File: src/rtl/rxq_pkg.sv
package rxq_pkg;

  typedef struct packed {
    logic       brk;
    logic       ferr;
    logic [7:0] data;
  } rxq_entry_t;

  function automatic int unsigned trig_threshold(input logic [2:0] code);
    case (code)
      3'd0:    return 1;
      3'd1:    return 4;
      3'd2:    return 8;
      3'd3:    return 16;
      3'd4:    return 32;
      default: return 48;
    endcase
  endfunction

  function automatic int unsigned idle_limit(input logic [1:0] code);
    case (code)
      2'd1:    return 4;
      2'd2:    return 8;
      2'd3:    return 16;
      default: return 0;
    endcase
  endfunction

endpackage

File: src/rtl/rxq_store.sv
module rxq_store
  import rxq_pkg::*;
#(
  parameter int DEPTH = 64,
  localparam int ADDR_W = $clog2(DEPTH),
  localparam int CNT_W  = $clog2(DEPTH + 1)
) (
  input  logic             clk,
  input  logic             rst,
  input  logic             push,
  input  rxq_entry_t       push_entry,
  input  logic             pop,
  output rxq_entry_t       head_q,
  output logic             pop_ok,
  output logic [CNT_W-1:0] cnt_q,
  output logic [CNT_W-1:0] cnt_nxt,
  output logic             full
);

  logic [ADDR_W-1:0] wr_ptr, rd_ptr;
  rxq_entry_t        mem [DEPTH];
  logic              push_ok;

  function automatic logic [ADDR_W-1:0] bump(input logic [ADDR_W-1:0] p);
    return (p == ADDR_W'(DEPTH - 1)) ? '0 : p + 1'b1;
  endfunction

  assign full    = (cnt_q == CNT_W'(DEPTH));
  assign push_ok = push && !full;
  assign pop_ok  = pop && (cnt_q != '0);

  always_comb begin
    cnt_nxt = cnt_q;
    if (push_ok && !pop_ok) cnt_nxt = cnt_q + 1'b1;
    else if (!push_ok && pop_ok) cnt_nxt = cnt_q - 1'b1;
  end

  // storage array: write port and registered read port, no reset
  always_ff @(posedge clk) begin
    if (push_ok) mem[wr_ptr] <= push_entry;
  end

  always_ff @(posedge clk) begin
    if (pop_ok) head_q <= mem[rd_ptr];
  end

  always_ff @(posedge clk) begin
    if (rst) begin
      wr_ptr <= '0;
      rd_ptr <= '0;
      cnt_q  <= '0;
    end else begin
      if (push_ok) wr_ptr <= bump(wr_ptr);
      if (pop_ok)  rd_ptr <= bump(rd_ptr);
      cnt_q <= cnt_nxt;
    end
  end

  AST_CNT_BOUND: assert property (@(posedge clk) disable iff (rst)
    cnt_q <= CNT_W'(DEPTH));

  AST_EMPTY_POP_HOLDS: assert property (@(posedge clk) disable iff (rst)
    (pop && cnt_q == '0 && !push) |=> (cnt_q == '0 && $stable(rd_ptr)));

  AST_FULL_DROP: assert property (@(posedge clk) disable iff (rst)
    (push && full && !pop) |=> (cnt_q == CNT_W'(DEPTH) && $stable(wr_ptr)));

endmodule

File: src/rtl/rxq_idle_timer.sv
module rxq_idle_timer
  import rxq_pkg::*;
#(
  parameter int TICK_W = 5
) (
  input  logic       clk,
  input  logic       rst,
  input  logic       restart,
  input  logic       tick,
  input  logic       has_data,
  input  logic [1:0] sel,
  output logic       tmo_req
);

  logic [TICK_W-1:0] idle_q;
  logic [TICK_W-1:0] limit;

  assign limit = TICK_W'(idle_limit(sel));

  always_ff @(posedge clk) begin
    if (rst) begin
      idle_q  <= '0;
      tmo_req <= 1'b0;
    end else if (restart || !has_data || sel == 2'd0) begin
      idle_q  <= '0;
      tmo_req <= 1'b0;
    end else if (tick && !tmo_req) begin
      idle_q <= idle_q + 1'b1;
      if (idle_q + 1'b1 >= limit) tmo_req <= 1'b1;
    end
  end

  AST_TMO_HAS_DATA: assert property (@(posedge clk) disable iff (rst)
    tmo_req |-> has_data);

  AST_TMO_OFF: assert property (@(posedge clk) disable iff (rst)
    (sel == 2'd0) |=> !tmo_req);

  AST_TMO_RESTART: assert property (@(posedge clk) disable iff (rst)
    restart |=> !tmo_req);

endmodule

File: src/rtl/rxq_status_fifo.sv
module rxq_status_fifo
  import rxq_pkg::*;
#(
  parameter int DEPTH  = 64,
  parameter int LVL_W  = 8,
  parameter int WORD_W = 32,
  parameter int TICK_W = 5,
  localparam int CNT_W = $clog2(DEPTH + 1)
) (
  input  logic              clk,
  input  logic              rst,
  input  logic              in_valid,
  input  logic [7:0]        in_data,
  input  logic              in_ferr,
  input  logic              in_brk,
  input  logic              char_tick,
  input  logic              rd_en,
  input  logic [2:0]        trig_sel,
  input  logic [1:0]        tmo_sel,
  input  logic [LVL_W-1:0]  tx_level,
  input  logic              ovr_clr,
  output logic [WORD_W-1:0] rd_word,
  output logic [2*LVL_W-1:0] level_word,
  output logic              trig_req,
  output logic              tmo_req,
  output logic              ovr_flag
);

  rxq_entry_t       in_entry, head_q;
  logic             pop_ok, full;
  logic [CNT_W-1:0] cnt_q, cnt_nxt;
  logic             empty_rd_q;

  assign in_entry = '{brk: in_brk, ferr: in_ferr, data: in_data};

  rxq_store #(.DEPTH(DEPTH)) u_store (
    .clk(clk), .rst(rst),
    .push(in_valid), .push_entry(in_entry),
    .pop(rd_en), .head_q(head_q), .pop_ok(pop_ok),
    .cnt_q(cnt_q), .cnt_nxt(cnt_nxt), .full(full)
  );

  rxq_idle_timer #(.TICK_W(TICK_W)) u_timer (
    .clk(clk), .rst(rst),
    .restart(in_valid || rd_en), .tick(char_tick),
    .has_data(cnt_q != '0), .sel(tmo_sel),
    .tmo_req(tmo_req)
  );

  // read-word flag: set when the last read found nothing
  always_ff @(posedge clk) begin
    if (rst) empty_rd_q <= 1'b1;
    else if (rd_en) empty_rd_q <= !pop_ok;
  end

  assign rd_word = {{(WORD_W-11){1'b0}},
                    head_q.brk & ~empty_rd_q,
                    head_q.ferr & ~empty_rd_q,
                    empty_rd_q,
                    head_q.data & {8{~empty_rd_q}}};

  always_ff @(posedge clk) begin
    if (rst) begin
      level_word <= '0;
      trig_req   <= 1'b0;
      ovr_flag   <= 1'b0;
    end else begin
      level_word <= {tx_level, LVL_W'(cnt_nxt)};
      trig_req   <= (cnt_nxt >= CNT_W'(trig_threshold(trig_sel)));
      if (in_valid && full) ovr_flag <= 1'b1;
      else if (ovr_clr)     ovr_flag <= 1'b0;
    end
  end

  AST_RD_EMPTY_FLAG: assert property (@(posedge clk) disable iff (rst)
    (rd_en && cnt_q == '0) |=> (rd_word[8] && rd_word[7:0] == 8'h00));

  AST_RD_VALID_FLAG: assert property (@(posedge clk) disable iff (rst)
    (rd_en && cnt_q != '0) |=> !rd_word[8]);

  AST_OVR_SET: assert property (@(posedge clk) disable iff (rst)
    (in_valid && full) |=> ovr_flag);

  AST_TRIG_LEVEL: assert property (@(posedge clk) disable iff (rst)
    !rst |=> (trig_req == (cnt_q >= CNT_W'(trig_threshold($past(trig_sel))))));

  AST_LEVEL_MATCH: assert property (@(posedge clk) disable iff (rst)
    !rst |=> (level_word[LVL_W-1:0] == LVL_W'(cnt_q)));

endmodule

File: config.mk
export PLATFORM = sky130hd
export DESIGN_NAME = rxq_status_fifo
export DESIGN_NICKNAME = d
export VERILOG_FILES = /design/src/rtl/rxq_pkg.sv /design/src/rtl/rxq_store.sv /design/src/rtl/rxq_idle_timer.sv /design/src/rtl/rxq_status_fifo.sv
export SDC_FILE = /design/constraint.sdc
export NUM_CORES = 1
export LEC_CHECK = 0
export CORE_ASPECT_RATIO = 1.75
export CORE_UTILIZATION = 51
export CTS_BUF_LIST = sky130_fd_sc_hd__clkbuf_4
export DETAILED_ROUTE_END_ITERATION = 16
export PLACE_DENSITY = 0.68
export SLEW_MARGIN = 20
export SYNTH_ARGS = -nofsm -noshare
export SYNTH_HDL_FRONTEND = slang
export SYNTH_SLANG_ARGS = --single-unit
export TNS_END_PERCENT = 20
File: constraint.sdc
create_clock -name clk -period 4.1 [get_ports clk]
set_clock_uncertainty 0.2 [all_clocks]
set_input_delay 0.82 -clock clk [delete_from_list [all_inputs] [get_ports clk]]
set_output_delay 0.82 -clock clk [all_outputs]
set_load 0.02 [all_outputs]
# == Word-level counts from Yosys, hierarchy flattened ==
# Memories as Yosys holds them, arrays and structs flattened. A register that Yosys moved wholly into a read port is not among the register bits.
# Cells that the tools add are included.
# word_totals
ff_bits,44
ramBits,640
in_bits,29
out_inout_bits,51
n_memories,1
# classes
add_sub_neg,5
order_cmp,2
n_eq_ne,10
n_mux,11
n_bitwise,4
reduce_logical,20
# mem_list
memory,depth,width,rd,rd_clocked_by_memory_dff,wr,line,rtl
u_store.mem,64,10,1,1,1,rxq_store.sv:21,rxq_entry_t mem [DEPTH];
# ops
op,count
6-bit one-hot mux with 5 select lines,1
7-bit 2-to-1 mux,3
5-bit one-hot mux with 3 select lines,1
"6-bit by 1-bit adder with 6-bit output, second input constant",2
"6-bit == test, second input constant",2
6-bit 2-to-1 mux,2
8-bit AND,1
"7-bit by 1-bit adder with 7-bit output, second input constant",1
"7-bit == test, second input constant",1
7-bit greater-or-equal comparator,1
7-bit nonzero test,1
"7-bit by 1-bit subtractor with 7-bit output, second input constant",1
"3-bit by 2-bit == test with 1-bit output, second input constant",2
1-bit logical AND,6
"5-bit by 1-bit adder with 5-bit output, second input constant",1
5-bit greater-or-equal comparator,1
1-bit zero test,5
"2-bit == test, second input constant",2
1-bit 2-to-1 mux,4
"3-bit by 1-bit == test with 1-bit output, second input constant",1
"3-bit == test, second input constant",1
3-bit zero test,1
1-bit logical OR,3
1-bit AND,2
other kinds (6),6

# == Logic depth before layout (Yosys ltp) ==
# logic_depth
word_depth,8
mapped_depth,11

# == Hierarchy ==
# A second synthesis with hierarchy kept.
# unflattened
cells_unflattened,1473
hier_area_um2,27624.0
# by_module_without_submodules
module,n_inst,cells_per_inst,area_each_um2,seq_area_each_um2
rxq_store,1,1328,26324.0,19899.1
rxq_status_fifo,1,102,920.9,360.3
rxq_idle_timer,1,43,379.1,120.1

# == Worst setup path before layout ==
# OpenSTA, ideal clock, no wires.
# synth_path
kind,reg2reg
from,register level_word[1] (netlist name)
to,register trig_req
setup_ns,0.133
t_arrival_ns,2.621
required_time_ns,3.767
slack_ns,1.146
stages_incl_launch_ff,12
synth_period_minus_slack_ns,2.954
cell_sequence,dfxtp_1 > inv_1 > ha_1 > or4b_1 > o21ai_2 > nand3_1 > o31a_1 > xnor2_1 > ha_1 > o21ai_0 > nor4b_1 > a311oi_1
# synth_lines
item,line,rtl
"end signal, assigned",rxq_status_fifo.sv:69,trig_req <= (cnt_nxt >= CNT_W'(trig_threshold(trig_sel)));
"end, declared",rxq_status_fifo.sv:24,"output logic trig_req,"

# == Worst setup path after layout ==
# layout_path
from,register empty_rd_q
to,output port rd_word[5]
# layout_between
elab_chain_len,2
# layout_rtl
item,line,rtl
"start, declared",rxq_status_fifo.sv:32,logic empty_rd_q;
"start signal, assigned",rxq_status_fifo.sv:53,else if (rd_en) empty_rd_q <= !pop_ok;
1-bit NOT,rxq_status_fifo.sv:60,head_q.data & {8{~empty_rd_q}}};
8-bit AND,rxq_status_fifo.sv:60,
"end, declared",rxq_status_fifo.sv:22,"output logic [WORD_W-1:0] rd_word,"
# No other way between the ends.

==> implementation parameters <==
Parameter                              Value

CTS
  Cts hold-fix bufs    0
  CTS root buf    sky130_fd_sc_hd__clkbuf_4
  Clock latency at the later pin of the worst-skew pair    910 ps
  Number of buffers added by the clock tree synthesis step    151
  Number of resized instances in the post-cts repair step    0
  Count of H-tree levels built during CTS    4
  Number of setup buffers added after CTS    0
  Maximum root-to-sink buffer count    3
  Clock tree sinks    686
  CTS tree    done
  Clock-pin slew of the registers on the worst-case setup and hold paths    70 ps

Floorplanning
  Number of top-level pins    80
  Die footprint    54500 um2
  Die Height    308 um
  Placement Rows    111
  Placeable core region    52600 um2
  Effective utilization at floorplan    0.519
  Horizontal extent of the die    177 um

Routing
  First-pass iteration count of the detailed router    5
  Via density per instance    6.00
  Drt drc    0
  Total vias in the final route    14600
  Number of DRC markers in iteration 0    1275
  Mean routed wirelength per cell    27.4 um
  Routed wire length    66500 um
  Post-route antenna net violation count    0

Timing
  Smallest hold slack    161 ps
  Final worst path period need    3490 ps
  Final worst path period share    0.852
  Count of endpoints failing setup in the final report    0
  Upper clock frequency limit    286 MHz
  Number of endpoints with negative hold slack in the final report    0
  Unrepaired setup endpoints after global routing    false
  Setup TNS    0 ps
  Worst Setup Slack, final    606 ps
  Tightest slew margin relative to the limit    0.278
  Final count of pins violating max slew    0
  Transition time at the pin with the least slew margin    1080 ps

Global routing
  Grt peak-use layer    met2
  Number of global-route vias before repair    15200
  Global-route usage over all layers    0.254
  GR met3 Demand/Resource    0.0407
  Aggregate global routing overflow    0
  Global-route wire length before repair    97500 um
  Antenna violations before repair    1
  Routing usage on met2    0.444
  Met1 usage    0.300
  Pin count of the biggest net entering global routing    49

Setup path
  Category of the worst setup path launch point    flop
  Startpoint of the worst-slack reg-to-reg timing path    level_word[1]$_SDFF_PP0_
  Launching instance or port of the critical path    empty_rd_q$_SDFFE_PP1P_
  Slowest stage cell on the critical path    sky130_fd_sc_hd__dfxtp_1
  Buf+Inv Stages, Crit Path    1
  Worst endpoint data arrival time    2470 ps
  Critical path required time    3080 ps
  Kind of cell with the highest combined delay on the critical path    flip-flops
  Worst path max stage delay    820 ps
  Worst-path maximum fanout    12
  Nature of the critical path endpoint    primary output
  Critical path class    reg -> out
  Series of cell instances along the critical path    nor2b_1 > clkdlybuf4s50_1

Synth
  Combined area of all synthesized cells    27300 um2
  Top cell types by occurrence after synthesis    sky130_fd_sc_hd__edfxtp_1, sky130_fd_sc_hd__mux4_2, sky130_fd_sc_hd__nor2_1, sky130_fd_sc_hd__mux2i_1
  Top FF cell, synth    sky130_fd_sc_hd__edfxtp_1
  Async set or reset register ratio after synthesis    0
  Register bit count reported by yosys    686
  Count of mapped cells out of synthesis    1396
  Post-synth top area cell    sky130_fd_sc_hd__edfxtp_1
  Most common cell in the netlist    sky130_fd_sc_hd__edfxtp_1
  Yosys top cell area share    0.715
  Synthesized area per cell    19.6 um2
  Yosys synthesis warning count    0
  Most area-consuming cells after synthesis    sky130_fd_sc_hd__edfxtp_1, sky130_fd_sc_hd__mux4_2, sky130_fd_sc_hd__dfxtp_1, sky130_fd_sc_hd__mux4_1, sky130_fd_sc_hd__mux2i_1
  Portion of the post-synthesis area used by sequential elements    0.742
  Count of flip-flops with a built-in enable after synthesis    650
  Number of library cell types mapped by synthesis    63

Status
  Status    finished, final reports clean

Finish
  Final Util    0.589
  Layout area overhead    13.5%
  Share of final-layout standard cells stronger than drive strength 1    0.286
  Final-stage net count    1688

Placement
  Placer congestion estimate    0.867
  Port-buffer cells    57
  Half-perimeter wire length after detailed placement    43100 um
  Worst setup timing slack at the placement stage    403 ps

Min path
  Hold WC Path Type    in -> reg
  Min-delay src    in_data[6]

Power and ir drop
  Overall power    16900 uW
  Pleak    0.0100 uW
  Power per unit of standard cell area    546 nW/um2
  Maximum resistive drop on vdd    0.000272 V

Run
  Reported max-cap violation count    0
[metrics by stage]
step / cells / instance area, um2
detailed placement: 2169 / 29100
finish: 2428 / 31000
global route: 2428 / 31000
floorplan: 1417 / 27400
CTS: 2427 / 31000
global placement: 2169 / 29100
[layer usage]
| metal | routed length [um] | up-vias | share of wire |
|---|---|---|---|
| met3 | 3770 | 162 | 0.057 |
| met5 | 0 | - | 0 |
| met4 | 3120 | 0 | 0.047 |
| li1 | - | 6265 | - |
| met1 | 24100 | 7474 | 0.36 |
| met2 | 35600 | 661 | 0.53 |
[layout by cell type (no fill, tap or decap), drive strengths merged, types with 3 or more instances in the layout]
| master | n |
|---|---|
| a21oi | 15 |
| nand2 | 25 |
| nor3 | 6 |
| conb | 22 |
| clkdlybuf4s50 | 47 |
| clkbuf | 214 |
| buf | 122 |
| o211ai | 4 |
| edfxtp | 650 |
| clkinv | 32 |
| a31oi | 4 |
| nor2b | 36 |
| a211oi | 18 |
| nor2 | 107 |
| o22ai | 16 |
| and2 | 5 |
| inv | 16 |
| a221oi | 9 |
| nand3b | 6 |
| xnor2 | 12 |
| or3 | 7 |
| o21ai | 5 |
| mux2i | 46 |
| or2 | 3 |
| a21o | 5 |
| a22oi | 17 |
| nand4 | 3 |
| mux4 | 144 |
| nand3 | 15 |
| bufinv | 5 |
| nand2b | 6 |
| xor2 | 8 |
| and3 | 3 |
| dfxtp | 36 |
| a22o | 15 |
| o21a | 5 |
| o221ai | 15 |
| a211o | 5 |
| ha | 15 |
[sequential cells by signal, summed over array words and instances, names as in the netlist]
register         count
empty_rd_q           1
u_timer.tmo_req      1
ovr_flag             1
u_timer.idle_q       5
level_word          15
u_store.head_q      10
u_store.rd_ptr       6
u_store.mem        640
trig_req             1
u_store.wr_ptr       6
[logic make-up after synthesis]
kind of cell / count (synthesis) / share of synthesized area
mux: 192 / 0.139
other cells: 1 / 0.000137
compound gates: 144 / 0.0401
buf+inv: 106 / 0.0236
xor+xnor: 20 / 0.00642
simple gates: 232 / 0.0421
flops: 686 / 0.742
fa+ha+maj: 15 / 0.00688
[power by group]
group	switching [uW]	total, uW	internal [uW]
Clock	2550	5280	2720
Sequential	219	8040	7820
Combinational	1920	3610	1690
Total	4690	16900	12200
[path summary, 6_finish.rpt]
path,endpoint,slack (ps),depth (start not counted)
worst max-delay path,rd_word[5],610,2
worst min-delay path,u_store.mem[23][6]$_DFFE_PP_,160,1
worst max register to register,trig_req$_SDFF_PP0_,800,11
worst min register to register,u_timer.tmo_req$_SDFFE_PP0P_,270,2
[cell type report]
class,count,area [um2]
Clock buffer,214,1610
Multi-Input combinational cell,625,6490
Inverter,11,41.3
Timing Repair Buffer,169,1420
Sequential cell,686,20200
Tap cell,678,848
Fill cell,3877,21700
Antenna cell,1,2.50
Clock inverter,44,323
(Power assumes the default switching activity.)
